==> src/rtl/bfs_pkg.sv <==
package bfs_pkg;
    typedef enum logic [1:0] {
        SUP_RUN  = 2'd0,
        SUP_DEGR = 2'd1,
        SUP_FRZ  = 2'd2
    } sup_state_e;

    localparam int unsigned FLAG_TMO = 0;
    localparam int unsigned FLAG_ILL = 1;
    localparam int unsigned N_FLAGS  = 2;
endpackage

==> src/rtl/bfs_watchdog.sv <==
module bfs_watchdog #(
    parameter int unsigned TMO_W = 8
) (
    input  logic             clk,
    input  logic             rst_n,
    input  logic             start_ok_i,
    input  logic             done_i,
    input  logic             abort_i,
    input  logic [TMO_W-1:0] tmo_cfg_i,
    output logic             tmo_evt_o
);
    localparam int unsigned CNT_W = TMO_W + 2;

    typedef struct packed {
        logic             busy;
        logic [CNT_W-1:0] cnt;
    } wd_t;

    wd_t wd_d, wd_q;
    logic [CNT_W-1:0] limit;
    logic             short_cfg;
    logic             expire;

    always_comb begin
        limit     = (CNT_W'(tmo_cfg_i) << 1) + CNT_W'(2);
        short_cfg = (tmo_cfg_i < TMO_W'(2));
        expire    = wd_q.busy && (short_cfg || ((wd_q.cnt >= limit) && !done_i));
        wd_d      = wd_q;
        if (wd_q.busy) begin
            if (expire || done_i || abort_i) begin
                wd_d.busy = 1'b0;
                wd_d.cnt  = '0;
            end else begin
                wd_d.cnt = wd_q.cnt + CNT_W'(1);
            end
        end else if (start_ok_i && !abort_i) begin
            wd_d.busy = 1'b1;
            wd_d.cnt  = CNT_W'(1);
        end
    end

    always_ff @(posedge clk or negedge rst_n) begin
        if (!rst_n) wd_q <= '0;
        else        wd_q <= wd_d;
    end

    assign tmo_evt_o = expire;
endmodule

==> src/rtl/bfs_err_flags.sv <==
module bfs_err_flags
    import bfs_pkg::*;
(
    input  logic               clk,
    input  logic               rst_n,
    input  logic [N_FLAGS-1:0] set_i,
    input  logic [N_FLAGS-1:0] clr_i,
    output logic [N_FLAGS-1:0] flags_o
);
    logic [N_FLAGS-1:0] flags_d, flags_q;

    always_comb begin
        for (int i = 0; i < N_FLAGS; i++) begin
            flags_d[i] = (flags_q[i] && !clr_i[i]) || set_i[i];
        end
    end

    always_ff @(posedge clk or negedge rst_n) begin
        if (!rst_n) flags_q <= '0;
        else        flags_q <= flags_d;
    end

    assign flags_o = flags_q;
endmodule

==> src/rtl/bfs_policy.sv <==
module bfs_policy
    import bfs_pkg::*;
(
    input  logic clk,
    input  logic rst_n,
    input  logic fail_i,
    input  logic pol_freeze_i,
    input  logic unfreeze_i,
    input  logic cycle_start_i,
    input  logic slot_start_i,
    input  logic key_slot_i,
    input  logic tx_active_i,
    input  logic rx_active_i,
    output logic freeze_o,
    output logic inhibit_o,
    output logic tx_zero_o,
    output logic rx_abort_o,
    output logic frame_block_o,
    output logic key_null_o
);
    typedef struct packed {
        sup_state_e st;
        logic       fail_slot;
    } pol_t;

    pol_t pol_d, pol_q;

    always_comb begin
        pol_d = pol_q;
        unique case (pol_q.st)
            SUP_RUN: begin
                if (fail_i) begin
                    pol_d.st        = pol_freeze_i ? SUP_FRZ : SUP_DEGR;
                    pol_d.fail_slot = !pol_freeze_i;
                end
            end
            SUP_DEGR: begin
                if (cycle_start_i) begin
                    pol_d.st        = SUP_RUN;
                    pol_d.fail_slot = 1'b0;
                end else if (slot_start_i) begin
                    pol_d.fail_slot = 1'b0;
                end
            end
            SUP_FRZ: begin
                if (unfreeze_i) pol_d.st = SUP_RUN;
            end
            default: pol_d = '0;
        endcase
    end

    always_ff @(posedge clk or negedge rst_n) begin
        if (!rst_n) pol_q <= '0;
        else        pol_q <= pol_d;
    end

    logic degr;
    assign degr          = (pol_q.st == SUP_DEGR);
    assign freeze_o      = (pol_q.st == SUP_FRZ);
    assign inhibit_o     = (pol_q.st != SUP_RUN);
    assign tx_zero_o     = degr && pol_q.fail_slot && tx_active_i;
    assign rx_abort_o    = degr && pol_q.fail_slot && rx_active_i;
    assign frame_block_o = degr && !pol_q.fail_slot && !key_slot_i;
    assign key_null_o    = degr && !pol_q.fail_slot && key_slot_i;
endmodule

==> src/rtl/bus_fail_supervisor.sv <==
module bus_fail_supervisor
    import bfs_pkg::*;
#(
    parameter int unsigned TMO_W = 8
) (
    input  logic             clk,
    input  logic             rst_n,
    input  logic             acc_req_i,
    input  logic             acc_done_i,
    input  logic             ill_addr_i,
    input  logic [TMO_W-1:0] tmo_cfg_i,
    input  logic             freeze_pol_i,
    input  logic             clr_tmo_i,
    input  logic             clr_ill_i,
    input  logic             unfreeze_i,
    input  logic             cycle_start_i,
    input  logic             slot_start_i,
    input  logic             key_slot_i,
    input  logic             tx_active_i,
    input  logic             rx_active_i,
    output logic             err_tmo_o,
    output logic             err_ill_o,
    output logic             freeze_o,
    output logic             bus_inhibit_o,
    output logic             tx_zero_o,
    output logic             rx_abort_o,
    output logic             frame_block_o,
    output logic             key_null_o
);
    logic               tmo_evt;
    logic               inhibit;
    logic [N_FLAGS-1:0] flag_set, flag_clr, flags;

    bfs_watchdog #(.TMO_W(TMO_W)) i_wd (
        .clk        (clk),
        .rst_n      (rst_n),
        .start_ok_i (acc_req_i && !inhibit),
        .done_i     (acc_done_i),
        .abort_i    (ill_addr_i),
        .tmo_cfg_i  (tmo_cfg_i),
        .tmo_evt_o  (tmo_evt)
    );

    always_comb begin
        flag_set           = '0;
        flag_clr           = '0;
        flag_set[FLAG_TMO] = tmo_evt;
        flag_set[FLAG_ILL] = ill_addr_i;
        flag_clr[FLAG_TMO] = clr_tmo_i;
        flag_clr[FLAG_ILL] = clr_ill_i;
    end

    bfs_err_flags i_flags (
        .clk     (clk),
        .rst_n   (rst_n),
        .set_i   (flag_set),
        .clr_i   (flag_clr),
        .flags_o (flags)
    );

    bfs_policy i_pol (
        .clk           (clk),
        .rst_n         (rst_n),
        .fail_i        (tmo_evt || ill_addr_i),
        .pol_freeze_i  (freeze_pol_i),
        .unfreeze_i    (unfreeze_i),
        .cycle_start_i (cycle_start_i),
        .slot_start_i  (slot_start_i),
        .key_slot_i    (key_slot_i),
        .tx_active_i   (tx_active_i),
        .rx_active_i   (rx_active_i),
        .freeze_o      (freeze_o),
        .inhibit_o     (inhibit),
        .tx_zero_o     (tx_zero_o),
        .rx_abort_o    (rx_abort_o),
        .frame_block_o (frame_block_o),
        .key_null_o    (key_null_o)
    );

    assign bus_inhibit_o = inhibit;
    assign err_tmo_o     = flags[FLAG_TMO];
    assign err_ill_o     = flags[FLAG_ILL];
endmodule

==> config.mk <==
export PLATFORM = sky130hd
export DESIGN_NAME = bus_fail_supervisor
export DESIGN_NICKNAME = d
export VERILOG_FILES = /design/src/rtl/bfs_pkg.sv /design/src/rtl/bfs_watchdog.sv /design/src/rtl/bfs_err_flags.sv /design/src/rtl/bfs_policy.sv /design/src/rtl/bus_fail_supervisor.sv
export SDC_FILE = /design/constraint.sdc
export NUM_CORES = 1
export LEC_CHECK = 0
export BUFFER_PORTS_ARGS = -buffer_cell sky130_fd_sc_hd__buf_4
export CORE_MARGIN = 2
export CORE_UTILIZATION = 45
export CTS_CLUSTER_SIZE = 20
export DETAILED_ROUTE_END_ITERATION = 16
export GPL_ROUTABILITY_DRIVEN = 0
export PLACE_DENSITY = 0.77
export SKIP_CTS_REPAIR_TIMING = 1
export SYNTH_ARGS = -nofsm -noshare
export SYNTH_HDL_FRONTEND = slang
export SYNTH_SLANG_ARGS = --single-unit
==> constraint.sdc <==
create_clock -name clk -period 3.7 [get_ports clk]
set_clock_uncertainty 0.2 [all_clocks]
set_input_delay 0.185 -clock clk [delete_from_list [all_inputs] [get_ports clk]]
set_output_delay 0.185 -clock clk [all_outputs]
set_load 0.005 [all_outputs]
==> results of run 1 <==
## final cells by class
class,instances,area (um2),area share (%)
flip-flops and latches,16,400,25.2
multi-input cells,115,792,49.9
inverters,11,41.3,2.60
repair buffers,37,293,18.4
clock buffers,3,22.5,1.42
well taps,31,38.8,2.44
## metal layers
metal  vias to the layer above  wire (um)
met5                         -          0
met4                         0         17
met3                         4        133
met2                        31       1480
met1                       557       1220
li1                        603          -
## worst max-delay path by stage
stage / from / end / slack (ns) / depth (start not counted)
2_1_floorplan: tmo_cfg_i[0] / i_wd.wd_q[4]$_DFFE_PN0P_ / 1.55 / 9
3_3_place_gp: tmo_cfg_i[0] / i_wd.wd_q[3]$_DFFE_PN0P_ / 1.30 / 12
3_5_place_dp: tmo_cfg_i[0] / i_wd.wd_q[3]$_DFFE_PN0P_ / 1.16 / 12
4_1_cts: tmo_cfg_i[0] / i_wd.wd_q[3]$_DFFE_PN0P_ / 1.45 / 12
5_1_grt: tmo_cfg_i[0] / i_pol.pol_q[1]$_DFFE_PN0P_ / 0.89 / 13
6_report: i_wd.wd_q[4]$_DFFE_PN0P_ / i_pol.pol_q[1]$_DFFE_PN0P_ / 1.04 / 8
## cells in the mapped netlist (2+ instances only)
| master | instances | area [um2] |
|---|---|---|
| a21oi_1 | 5 | 25.0 |
| a31oi_1 | 2 | 12.5 |
| and3_1 | 4 | 25.0 |
| buf_2 | 2 | 10.0 |
| dfrtp_1 | 16 | 400 |
| ha_1 | 11 | 138 |
| inv_1 | 10 | 37.5 |
| mux2i_1 | 4 | 40.0 |
| nand2_1 | 21 | 78.8 |
| nand2b_1 | 5 | 31.3 |
| nand3_1 | 14 | 70.1 |
| nand4_1 | 2 | 12.5 |
| nor2_1 | 7 | 26.3 |
| nor3_1 | 3 | 15.0 |
| nor4_1 | 2 | 12.5 |
| o211ai_1 | 5 | 37.5 |
| o21ai_0 | 5 | 25.0 |
| o21ai_1 | 2 | 10.0 |
| o32ai_2 | 2 | 32.5 |
| xnor2_1 | 2 | 17.5 |
| xor2_1 | 4 | 35.0 |
## metrics by stage
| step | area (um2) | worst slack [ns] | util [%] | std cells | hold slack [ns] |
|---|---|---|---|---|---|
| floorplan | 1250 | 1.55 | - | 145 | -0.311 |
| global placement | 1510 | 1.30 | 56.0 | 204 | -0.145 |
| detailed placement | 1510 | 1.16 | 56.0 | 204 | -0.145 |
| CTS | 1530 | 1.45 | 56.9 | 207 | -0.460 |
| global route | 1590 | 0.892 | 59.1 | 213 | 0.00988 |
| finish | 1590 | 1.04 | 59.1 | 213 | -0.00506 |
## critical path, cell delays in order (launching register included)
cell,delay [ns]
dfrtp_1,0.44
ha_1,0.35
a21oi_1,0.15
a21boi_1,0.08
o31ai_1,0.23
buf_4,0.23
o221a_4,0.23
o32ai_2,0.07
dlygate4sd3_1,0.57
## cells by family (layout without fill, tap and decap cells)
logic type                 count (synthesis)  in the layout
buffers and inverters                     14             51
AOI/OAI and AO/OA                         29             29
DFF                                       16             16
and+or+nand+nor                           65             65
xor gates and xnor gates                   6              6
muxes                                      4              4
adders and majority gates                 11             11
## state kept, by name, indices dropped and copies added, names as in the netlist
name             flops
i_pol.pol_q          3
i_flags.flags_o      2
i_wd.wd_q           11
## layout by cell type, fill, tap and decap left out, types with 3 or more instances in the layout
master / instances
a21oi_1: 5
and3_1: 4
buf_4: 31
clkbuf_4: 3
dfrtp_1: 16
dlygate4sd3_1: 6
ha_1: 11
inv_1: 10
mux2i_1: 4
nand2_1: 21
nand2b_1: 5
nand3_1: 14
nor2_1: 7
nor3_1: 3
o211ai_1: 5
o21ai_0: 5
xor2_1: 4
## power breakdown
group / internal, mW / switching (mW)
logic: 0.0690 / 0.0640
clock network: 0.0379 / 0.0524
registers: 0.190 / 0.0224
==> impl_table.tex, run 1 <==
\begin{tabular}{lr}
\hline
Metric & Value \\
\hline
\multicolumn{2}{l}{\textbf{Layout}} \\
Antenna fix cells & 0 \\
Fraction of layout cells with a size suffix above 1 & 22.0\% \\
Final net count & 217 \\
Synthesis-to-finish area growth & 27.3\% \\
Layout filler cell count & 234 \\
\multicolumn{2}{l}{\textbf{Power and ir drop}} \\
Total power per unit cell area & 274 nW/um2 \\
Total design power & 436 uW \\
Worst VDD drop & 0.213 mV \\
Leakage power & 0.734 nW \\
\multicolumn{2}{l}{\textbf{Synth}} \\
Number of flip-flops and latches in the synthesized netlist & 16 \\
Share of synthesized cell area in and, or, nand and nor gates & 27.5\% \\
Cells after Synth & 145 \\
Post-synthesis instance area & 1250 um2 \\
Synthesized area divided by synthesized cell count & 8.60 um2 \\
Post-synthesis share of cell area spent on xor and xnor gates & 4.21\% \\
Most frequently used flop master after synthesis & dfrtp\_1 \\
Synth Area in Compound Gates & 17.6\% \\
Nets in the synthesized netlist & 178 \\
Share of synthesized area occupied by flip-flops and latches & 32.1\% \\
Number of enable-type register cells in the synthesized netlist & 0 \\
Synth Area in Adders & 11.0\% \\
Number of library cell types mapped by synthesis & 38 \\
Portion of netlist area occupied by mux cells & 3.21\% \\
Warnings from Yosys & 0 \\
Share of flip-flops with an asynchronous set or reset after synthesis & 100\% \\
Dominant combinational cell family by area after synthesis & simple AND/OR/NAND/NOR gates \\
\multicolumn{2}{l}{\textbf{Routing}} \\
DR vias/cell & 5.61 \\
Drt first pass iters & 4 \\
Number of vias after detailed routing & 1195 \\
Detailed-route wire length & 2850 um \\
First-iteration detailed-routing DRC count & 30 \\
Count of unresolved DRC violations after routing & 0 \\
Post-detailed-route count of antenna-violating nets & 0 \\
Routed length per placed instance & 13.4 um \\
\multicolumn{2}{l}{\textbf{Run}} \\
Max capacitance violation total & 0 \\
\multicolumn{2}{l}{\textbf{STA}} \\
Setup repair after global routing missed its margin & false \\
Pin slew with the least headroom to its limit & 0.700 ns \\
Worst Hold Margin & -0.00506 ns \\
Max-slew headroom at the worst pin & 53.1\% \\
Number of failing hold endpoints at the final stage & 1 \\
Post-route minimum period & 2.66 ns \\
Setup violators final & 0 \\
Highest Clock Rate & 0.375 GHz \\
Final worst path period share & 72.0\% \\
Accumulated negative setup slack & 0 ns \\
Number of pins exceeding their max-slew limit in the final report & 0 \\
\multicolumn{2}{l}{\textbf{Floorplan}} \\
Die outline width & 56.7 um \\
Y dimension of the die & 56.7 um \\
I/O pin total & 30 \\
Number of rows created at floorplan & 19 \\
Starting utilization of the core area & 46.4\% \\
Die area & 3210 um2 \\
Core Area & 2690 um2 \\
\multicolumn{2}{l}{\textbf{Hold path}} \\
End of the worst hold path & i\_pol.pol\_q[2]\$\_DFFE\_PN0P\_ \\
Worst hold-check path type & input pin to flip-flop \\
Hold wc startpoint & freeze\_pol\_i \\
Cells on Worst Hold Path & 3 \\
\multicolumn{2}{l}{\textbf{CTS}} \\
Number of CTS-inserted buffers & 3 \\
Buffer cell driving the clock tree root & clkbuf\_4 \\
Number of sinks driven by the clock tree & 16 \\
Skew-Pair Late Insertion Delay & 0.29 ns \\
Clock transition at path regs & 0.09 ns \\
TritonCTS clock tree & yes \\
Maximum root-to-sink buffer count & 2 \\
Number of H-tree levels & 1 \\
\multicolumn{2}{l}{\textbf{GRT}} \\
Met2 GRT Util & 33.2\% \\
Combined global-route utilization of all metal layers & 18.7\% \\
M3 GR Usage & 5.07\% \\
Via count of the first global-routing pass & 1096 \\
Number of antenna violations at the first check in global routing & 0 \\
First-pass GRT wire length & 4760 um \\
Largest net degree at the start of global routing & 17 \\
GRT busiest layer & met2 \\
Met1 track demand over resource & 22.9\% \\
Total overflow reported by the global router & 0 \\
\multicolumn{2}{l}{\textbf{Status}} \\
Result of the run & finished with violations \\
Violations in the final reports & negative hold slack \\
\multicolumn{2}{l}{\textbf{Worst setup path}} \\
Type of the worst setup path & flip-flop to flip-flop \\
Length in cells of the worst reg-to-reg path & 8 \\
Critical path endpoint category & flip-flop \\
R2R Path Start & i\_wd.wd\_q[4]\$\_DFFE\_PN0P\_ \\
Maximum fanout along the worst path & 13 \\
Crit start category & flip-flop \\
Required time of the critical path & 3.67 ns \\
Data arrival time at the worst-slack endpoint & 2.64 ns \\
R2r endpoint & i\_pol.pol\_q[1]\$\_DFFE\_PN0P\_ \\
Worst-case register-to-register setup slack & 1.04 ns \\
\multicolumn{2}{l}{\textbf{Placed design}} \\
I/O Buffers & 29 \\
Sum of net half-perimeters after detailed placement & 2220 um \\
\hline
\end{tabular}
No activity file was read; power rests on OpenSTA's default activity.
==> inputs of run 2 (changes only) <==
==> constraint.sdc (replaced) <==
create_clock -name clk -period 2.7 [get_ports clk]
set_clock_uncertainty 0.2 [all_clocks]
set_input_delay 0.135 -clock clk [delete_from_list [all_inputs] [get_ports clk]]
set_output_delay 0.135 -clock clk [all_outputs]
set_load 0.005 [all_outputs]
==> run 2 against run 1 <==
The run now ends clean. Via count increased by 3.9%. Combinational power increased by 40%. Fmax increased by 19%. Cell area increased by 2.1%. Die area unchanged. Final cell count increased by 1.4%. Non-clock buffer count increased by 2. Utilization increased by 1.3 points. Worst hold slack improved by 0.013 ns.
==> impl_table.tex, run 2 (synthesis gave the netlist of run 1 again) <==
\begin{tabular}{lr}
\hline
Metric & Value \\
\hline
\multicolumn{2}{l}{\textbf{Status}} \\
Result of the run & completed \\
\multicolumn{2}{l}{\textbf{Layout}} \\
Antenna fix cells & 0 \\
Commonest non-fill, non-tap cell in the layout & buf\_4 \\
Multi-input combinational cell area & 792 um2 \\
Layout filler cell count & 240 \\
Fraction of layout cells with a size suffix above 1 & 22.2\% \\
Top reg by flops & i\_wd.wd\_q \\
Register area & 400 um2 \\
Final net count & 219 \\
Commonest non-fill, non-tap cells in the layout & buf\_4 (31), nand2\_1 (21), dfrtp\_1 (16) \\
Largest register FFs & 11 \\
Synthesis-to-finish area growth & 30.0\% \\
\multicolumn{2}{l}{\textbf{GRT}} \\
GRT busiest layer & met2 \\
Largest net degree at the start of global routing & 17 \\
Via count of the first global-routing pass & 1162 \\
Total overflow reported by the global router & 0 \\
Met1 track demand over resource & 25.7\% \\
Met2 GRT Util & 33.1\% \\
Combined global-route utilization of all metal layers & 19.4\% \\
M3 GR Usage & 2.76\% \\
First-pass GRT wire length & 4960 um \\
Number of antenna violations at the first check in global routing & 0 \\
\multicolumn{2}{l}{\textbf{Worst setup path}} \\
Critical path endpoint category & flip-flop \\
Worst-case register-to-register setup slack & 0.47 ns \\
Type of the worst setup path & flip-flop to flip-flop \\
Required time of the critical path & 2.70 ns \\
Data arrival time at the worst-slack endpoint & 2.23 ns \\
Maximum fanout along the worst path & 13 \\
Crit start category & flip-flop \\
\multicolumn{2}{l}{\textbf{Power and ir drop}} \\
Switching power & 204 uW \\
Total design power & 640 uW \\
Switch share & 31.8\% \\
Part of the total power dissipated in sequential elements & 45.3\% \\
Pint & 437 uW \\
Clock power share & 25.6\% \\
Leakage power & 0.748 nW \\
Worst VDD drop & 0.291 mV \\
Total power per unit cell area & 395 nW/um2 \\
Part of the power in combinational logic & 29.1\% \\
\multicolumn{2}{l}{\textbf{Placed design}} \\
I/O Buffers & 29 \\
Sum of net half-perimeters after detailed placement & 2330 um \\
\multicolumn{2}{l}{\textbf{Floorplan}} \\
Starting utilization of the core area & 46.4\% \\
Die area & 3210 um2 \\
I/O pin total & 30 \\
Y dimension of the die & 56.7 um \\
Core Area & 2690 um2 \\
Number of rows created at floorplan & 19 \\
Die outline width & 56.7 um \\
\multicolumn{2}{l}{\textbf{Run}} \\
Max capacitance violation total & 0 \\
\multicolumn{2}{l}{\textbf{CTS}} \\
Maximum root-to-sink buffer count & 2 \\
Buffer cell driving the clock tree root & clkbuf\_4 \\
Skew-Pair Late Insertion Delay & 0.29 ns \\
TritonCTS clock tree & yes \\
Number of H-tree levels & 1 \\
Clock transition at path regs & 0.11 ns \\
Number of sinks driven by the clock tree & 16 \\
Number of CTS-inserted buffers & 3 \\
\multicolumn{2}{l}{\textbf{STA}} \\
Setup repair after global routing missed its margin & false \\
Post-route minimum period & 2.23 ns \\
Accumulated negative setup slack & 0 ns \\
Number of failing hold endpoints at the final stage & 0 \\
Final worst path period share & 82.7\% \\
Max-slew headroom at the worst pin & 49.5\% \\
Number of pins exceeding their max-slew limit in the final report & 0 \\
Pin slew with the least headroom to its limit & 0.754 ns \\
Highest Clock Rate & 0.448 GHz \\
Setup violators final & 0 \\
\multicolumn{2}{l}{\textbf{Routing}} \\
Number of vias after detailed routing & 1242 \\
Count of unresolved DRC violations after routing & 0 \\
Detailed-route wire length & 3180 um \\
First-iteration detailed-routing DRC count & 37 \\
Drt first pass iters & 4 \\
DR vias/cell & 5.75 \\
Post-detailed-route count of antenna-violating nets & 0 \\
Routed length per placed instance & 14.7 um \\
\multicolumn{2}{l}{\textbf{Hold path}} \\
Worst hold-check path type & input pin to flip-flop \\
\hline
\end{tabular}
[run 2: cell types whose count changed in the layout (fill, tap and decap cells not counted), sizes merged]
| cell | before | now |
|---|---|---|
| clkbuf | 3 | 4 |
| dlygate4sd3 | 6 | 8 |
[run 2: area by class of cell]
class / instances / area share (%)
clock buffers: 4 / 2.24
inverters: 11 / 2.55
multi-input cells: 115 / 48.8
flip-flops and latches: 16 / 24.7
well taps: 31 / 2.39
repair buffers: 39 / 19.3
[run 2: worst paths after layout]
path,from,to,cells past startpoint
max,i_wd.wd_q[4]$_DFFE_PN0P_,i_wd.wd_q[7]$_DFFE_PN0P_,7
min,slot_start_i,i_pol.pol_q[0]$_DFFE_PN0P_,4
max reg2reg,i_wd.wd_q[4]$_DFFE_PN0P_,i_wd.wd_q[7]$_DFFE_PN0P_,7
min reg2reg,i_wd.wd_q[10]$_DFF_PN0_,i_wd.wd_q[0]$_DFFE_PN0P_,1
max in group asynchronous,rst_n,i_wd.wd_q[10]$_DFF_PN0_,2
min in group asynchronous,rst_n,i_wd.wd_q[6]$_DFFE_PN0P_,2
[run 2: critical path: stages, from the launching register on]
cell and delay, ns:
dfrtp_1 0.45, ha_1 0.35, a21oi_1 0.15, a21boi_1 0.08, o31ai_1 0.22, buf_4 0.24
nand2_1 0.20, o211ai_1 0.24
[run 2: power groups by stage]
| stage | sequential, mW | clock, mW | combinational [mW] |
|---|---|---|---|
| CTS | 0.289 | 0.163 | 0.175 |
| floorplan | 0.286 | 0 | 0.101 |
| detailed placement | 0.293 | 0 | 0.173 |
| global route | 0.295 | 0.176 | 0.209 |
| global placement | 0.292 | 0 | 0.166 |
| finish | 0.290 | 0.164 | 0.186 |
[run 2: metal layers]
layer / vias to the layer above / routed length [um]
met5: - / 0
met4: 0 / 0
met3: 0 / 183
met2: 40 / 1720
met1: 593 / 1270
li1: 609 / -
[run 2: per-stage QoR]
| stage | hold WS (ns) | utilization, % | setup WS (ns) | cells | area, um2 |
|---|---|---|---|---|---|
| after floorplan | -0.361 | - | 0.595 | 145 | 1250 |
| after global placement | -0.197 | 56.0 | 0.386 | 204 | 1510 |
| after detailed placement | -0.196 | 56.0 | 0.282 | 204 | 1510 |
| after CTS | -0.513 | 57.4 | 0.487 | 208 | 1540 |
| after global routing | 0.0348 | 60.4 | 0.351 | 216 | 1620 |
| final | 0.00754 | 60.4 | 0.468 | 216 | 1620 |
==> inputs of run 3 (changes only) <==
--- a/config.mk
+++ b/config.mk
@@ -11,7 +11,7 @@
 export CTS_CLUSTER_SIZE = 20
 export DETAILED_ROUTE_END_ITERATION = 16
 export GPL_ROUTABILITY_DRIVEN = 0
-export PLACE_DENSITY = 0.77
+export PLACE_DENSITY = 0.8
 export SKIP_CTS_REPAIR_TIMING = 1
 export SYNTH_ARGS = -nofsm -noshare
 export SYNTH_HDL_FRONTEND = slang
==> constraint.sdc (replaced) <==
create_clock -name clk -period 1.9 [get_ports clk]
set_clock_uncertainty 0.2 [all_clocks]
set_input_delay 0.095 -clock clk [delete_from_list [all_inputs] [get_ports clk]]
set_output_delay 0.095 -clock clk [all_outputs]
set_load 0.005 [all_outputs]
==> run 3 against run 2 <==
Combinational power up 98%. The run now ends with negative setup slack left. Register-to-register slack worse by 0.62 ns. Highest routed layer is now met4. Power up 59%. Via count up 16%. Routed wire length up 30%. Utilization up 15 points. Non-clock buffer count up 31. Global-route usage up 1.8 points. Flip-flop and latch count unchanged. Critical endpoint is now i_pol.pol_q[2]$_DFFE_PN0P_. Largest power group unchanged. Largest cell class unchanged. Sequential share of layout area down 4.9 points.
==> impl_table.tex, run 3 (synthesis gave the netlist of run 1 again) <==
\begin{tabular}{lr}
\hline
Metric & Value \\
\hline
\multicolumn{2}{l}{\textbf{Routing}} \\
Post-detailed-route count of antenna-violating nets & 0 \\
Detailed-route wire length & 4110 um \\
DR vias/cell & 5.84 \\
Routed length per placed instance & 16.7 um \\
Count of unresolved DRC violations after routing & 0 \\
Drt first pass iters & 4 \\
First-iteration detailed-routing DRC count & 57 \\
Number of vias after detailed routing & 1443 \\
\multicolumn{2}{l}{\textbf{STA}} \\
Max-slew headroom at the worst pin & 48.0\% \\
PnR worst setup slack & -0.155 ns \\
Worst Hold Margin & 0.0292 ns \\
Number of failing hold endpoints at the final stage & 0 \\
Final worst path period share & 108\% \\
Number of pins exceeding their max-slew limit in the final report & 0 \\
Setup repair after global routing missed its margin & true \\
Pin slew with the least headroom to its limit & 0.778 ns \\
Highest Clock Rate & 0.487 GHz \\
Setup violators final & 11 \\
Post-route minimum period & 2.06 ns \\
\multicolumn{2}{l}{\textbf{Worst setup path}} \\
Type of the worst setup path & flip-flop to flip-flop \\
R2r endpoint & i\_pol.pol\_q[2]\$\_DFFE\_PN0P\_ \\
Required time of the critical path & 1.91 ns \\
Critical path endpoint category & flip-flop \\
R2R Path Start & i\_wd.wd\_q[3]\$\_DFFE\_PN0P\_ \\
Top cell family by delay on the critical path & compound AO/OA/AOI/OAI gates \\
Maximum fanout along the worst path & 5 \\
Crit start category & flip-flop \\
Buffers and inverters on the worst path & 1 \\
Highest cell delay on the worst timing path & 0.41 ns \\
Worst-case register-to-register setup slack & -0.16 ns \\
Ordered list of cells on the worst path & ha\_1 > nand3\_2 > a21boi\_2 > o31ai\_2 > buf\_4 > o221a\_4 > o32ai\_4 \\
Length in cells of the worst reg-to-reg path & 7 \\
Cell type of the slowest stage on the worst timing path & dfrtp\_1 \\
Data arrival time at the worst-slack endpoint & 2.06 ns \\
\multicolumn{2}{l}{\textbf{Status}} \\
Result of the run & finished with violations \\
Violations in the final reports & negative setup slack \\
\multicolumn{2}{l}{\textbf{GRT}} \\
First-pass GRT wire length & 5360 um \\
Combined global-route utilization of all metal layers & 21.2\% \\
Largest net degree at the start of global routing & 17 \\
Number of antenna violations at the first check in global routing & 0 \\
Total overflow reported by the global router & 0 \\
Via count of the first global-routing pass & 1271 \\
\multicolumn{2}{l}{\textbf{Power and ir drop}} \\
Total power per unit cell area & 502 nW/um2 \\
Worst VDD drop & 0.620 mV \\
Leakage power & 0.910 nW \\
Total design power & 1.02 mW \\
\multicolumn{2}{l}{\textbf{CTS}} \\
Number of H-tree levels & 1 \\
Skew-Pair Late Insertion Delay & 0.31 ns \\
TritonCTS clock tree & yes \\
Maximum root-to-sink buffer count & 2 \\
Buffer cell driving the clock tree root & clkbuf\_4 \\
Number of CTS-inserted buffers & 3 \\
Clock transition at path regs & 0.11 ns \\
Number of sinks driven by the clock tree & 16 \\
\multicolumn{2}{l}{\textbf{Placed design}} \\
Sum of net half-perimeters after detailed placement & 2560 um \\
Worst slack at placement & -0.436 ns \\
I/O Buffers & 29 \\
\multicolumn{2}{l}{\textbf{Floorplan}} \\
Starting utilization of the core area & 46.4\% \\
Die outline width & 56.7 um \\
Y dimension of the die & 56.7 um \\
I/O pin total & 30 \\
Number of rows created at floorplan & 19 \\
Core Area & 2690 um2 \\
Die area & 3210 um2 \\
\multicolumn{2}{l}{\textbf{Layout}} \\
Final net count & 250 \\
Fraction of layout cells with a size suffix above 1 & 42.6\% \\
Commonest non-fill, non-tap cells in the layout & buf\_4 (60), nand2\_1 (20), dfrtp\_1 (16) \\
Top reg by flops & i\_wd.wd\_q \\
Largest register FFs & 11 \\
Synthesis-to-finish area growth & 62.4\% \\
Commonest non-fill, non-tap cell in the layout & buf\_4 \\
Antenna fix cells & 0 \\
\multicolumn{2}{l}{\textbf{Run}} \\
Max capacitance violation total & 0 \\
\multicolumn{2}{l}{\textbf{Hold path}} \\
End of the worst hold path & i\_pol.pol\_q[0]\$\_DFFE\_PN0P\_ \\
Hold wc startpoint & ill\_addr\_i \\
Worst hold-check path type & input pin to flip-flop \\
Cells on Worst Hold Path & 4 \\
\hline
\end{tabular}
## run 3: stage by stage
| step | TNS [ns] | utilization [%] | std cells | area (um2) |
|---|---|---|---|---|
| final | -0.894 | 75.4 | 247 | 2030 |
| after global routing | -1.66 | 75.4 | 247 | 2030 |
| after detailed placement | -5.02 | 63.7 | 228 | 1710 |
| after CTS | -1.90 | 65.0 | 232 | 1750 |
| after floorplan | -0.564 | - | 145 | 1270 |
| after global placement | -3.89 | 63.7 | 228 | 1710 |
## run 3: final cells by class
| class | instances | area (um2) |
|---|---|---|
| tap | 31 | 38.8 |
| inverter | 11 | 41.3 |
| multi-input combinational | 115 | 958 |
| timing repair buffer | 70 | 551 |
| clock buffer | 4 | 36.3 |
| sequential | 16 | 400 |
| fill | 163 | 661 |
## run 3: how the worst max path moves through the flow
stage                              from                         end  slack [ns]  depth (start not counted)
6_report       i_wd.wd_q[3]$_DFFE_PN0P_  i_pol.pol_q[2]$_DFFE_PN0P_       -0.16                          7
5_1_grt        i_wd.wd_q[3]$_DFFE_PN0P_  i_pol.pol_q[2]$_DFFE_PN0P_       -0.20                          7
4_1_cts        i_wd.wd_q[7]$_DFFE_PN0P_    i_wd.wd_q[7]$_DFFE_PN0P_       -0.21                          6
3_5_place_dp               tmo_cfg_i[0]    i_wd.wd_q[7]$_DFFE_PN0P_       -0.44                         11
3_3_place_gp               tmo_cfg_i[0]    i_wd.wd_q[7]$_DFFE_PN0P_       -0.31                         11
2_1_floorplan              tmo_cfg_i[0]    i_wd.wd_q[4]$_DFFE_PN0P_       -0.10                         11
## run 3: tightest hold or removal path, delay by kind of cell
kind / cells / cell delay [ns]
buf+inv: 2 / 0.16
mux: 1 / 0.12
compound gates: 1 / 0.14
## run 3: power breakdown
group	internal [mW]	switching, mW	total [mW]
sequential	0.370	0.0350	0.405
clock	0.117	0.126	0.243
combinational	0.191	0.178	0.369
## run 3: per-layer routing
layer,part of all wire (%),GRT usage (%),wire (um)
met3,4.6,5.53,189
met5,0,0,0
met1,40,26.0,1640
met4,3.0,4.08,125
met2,52,37.2,2160
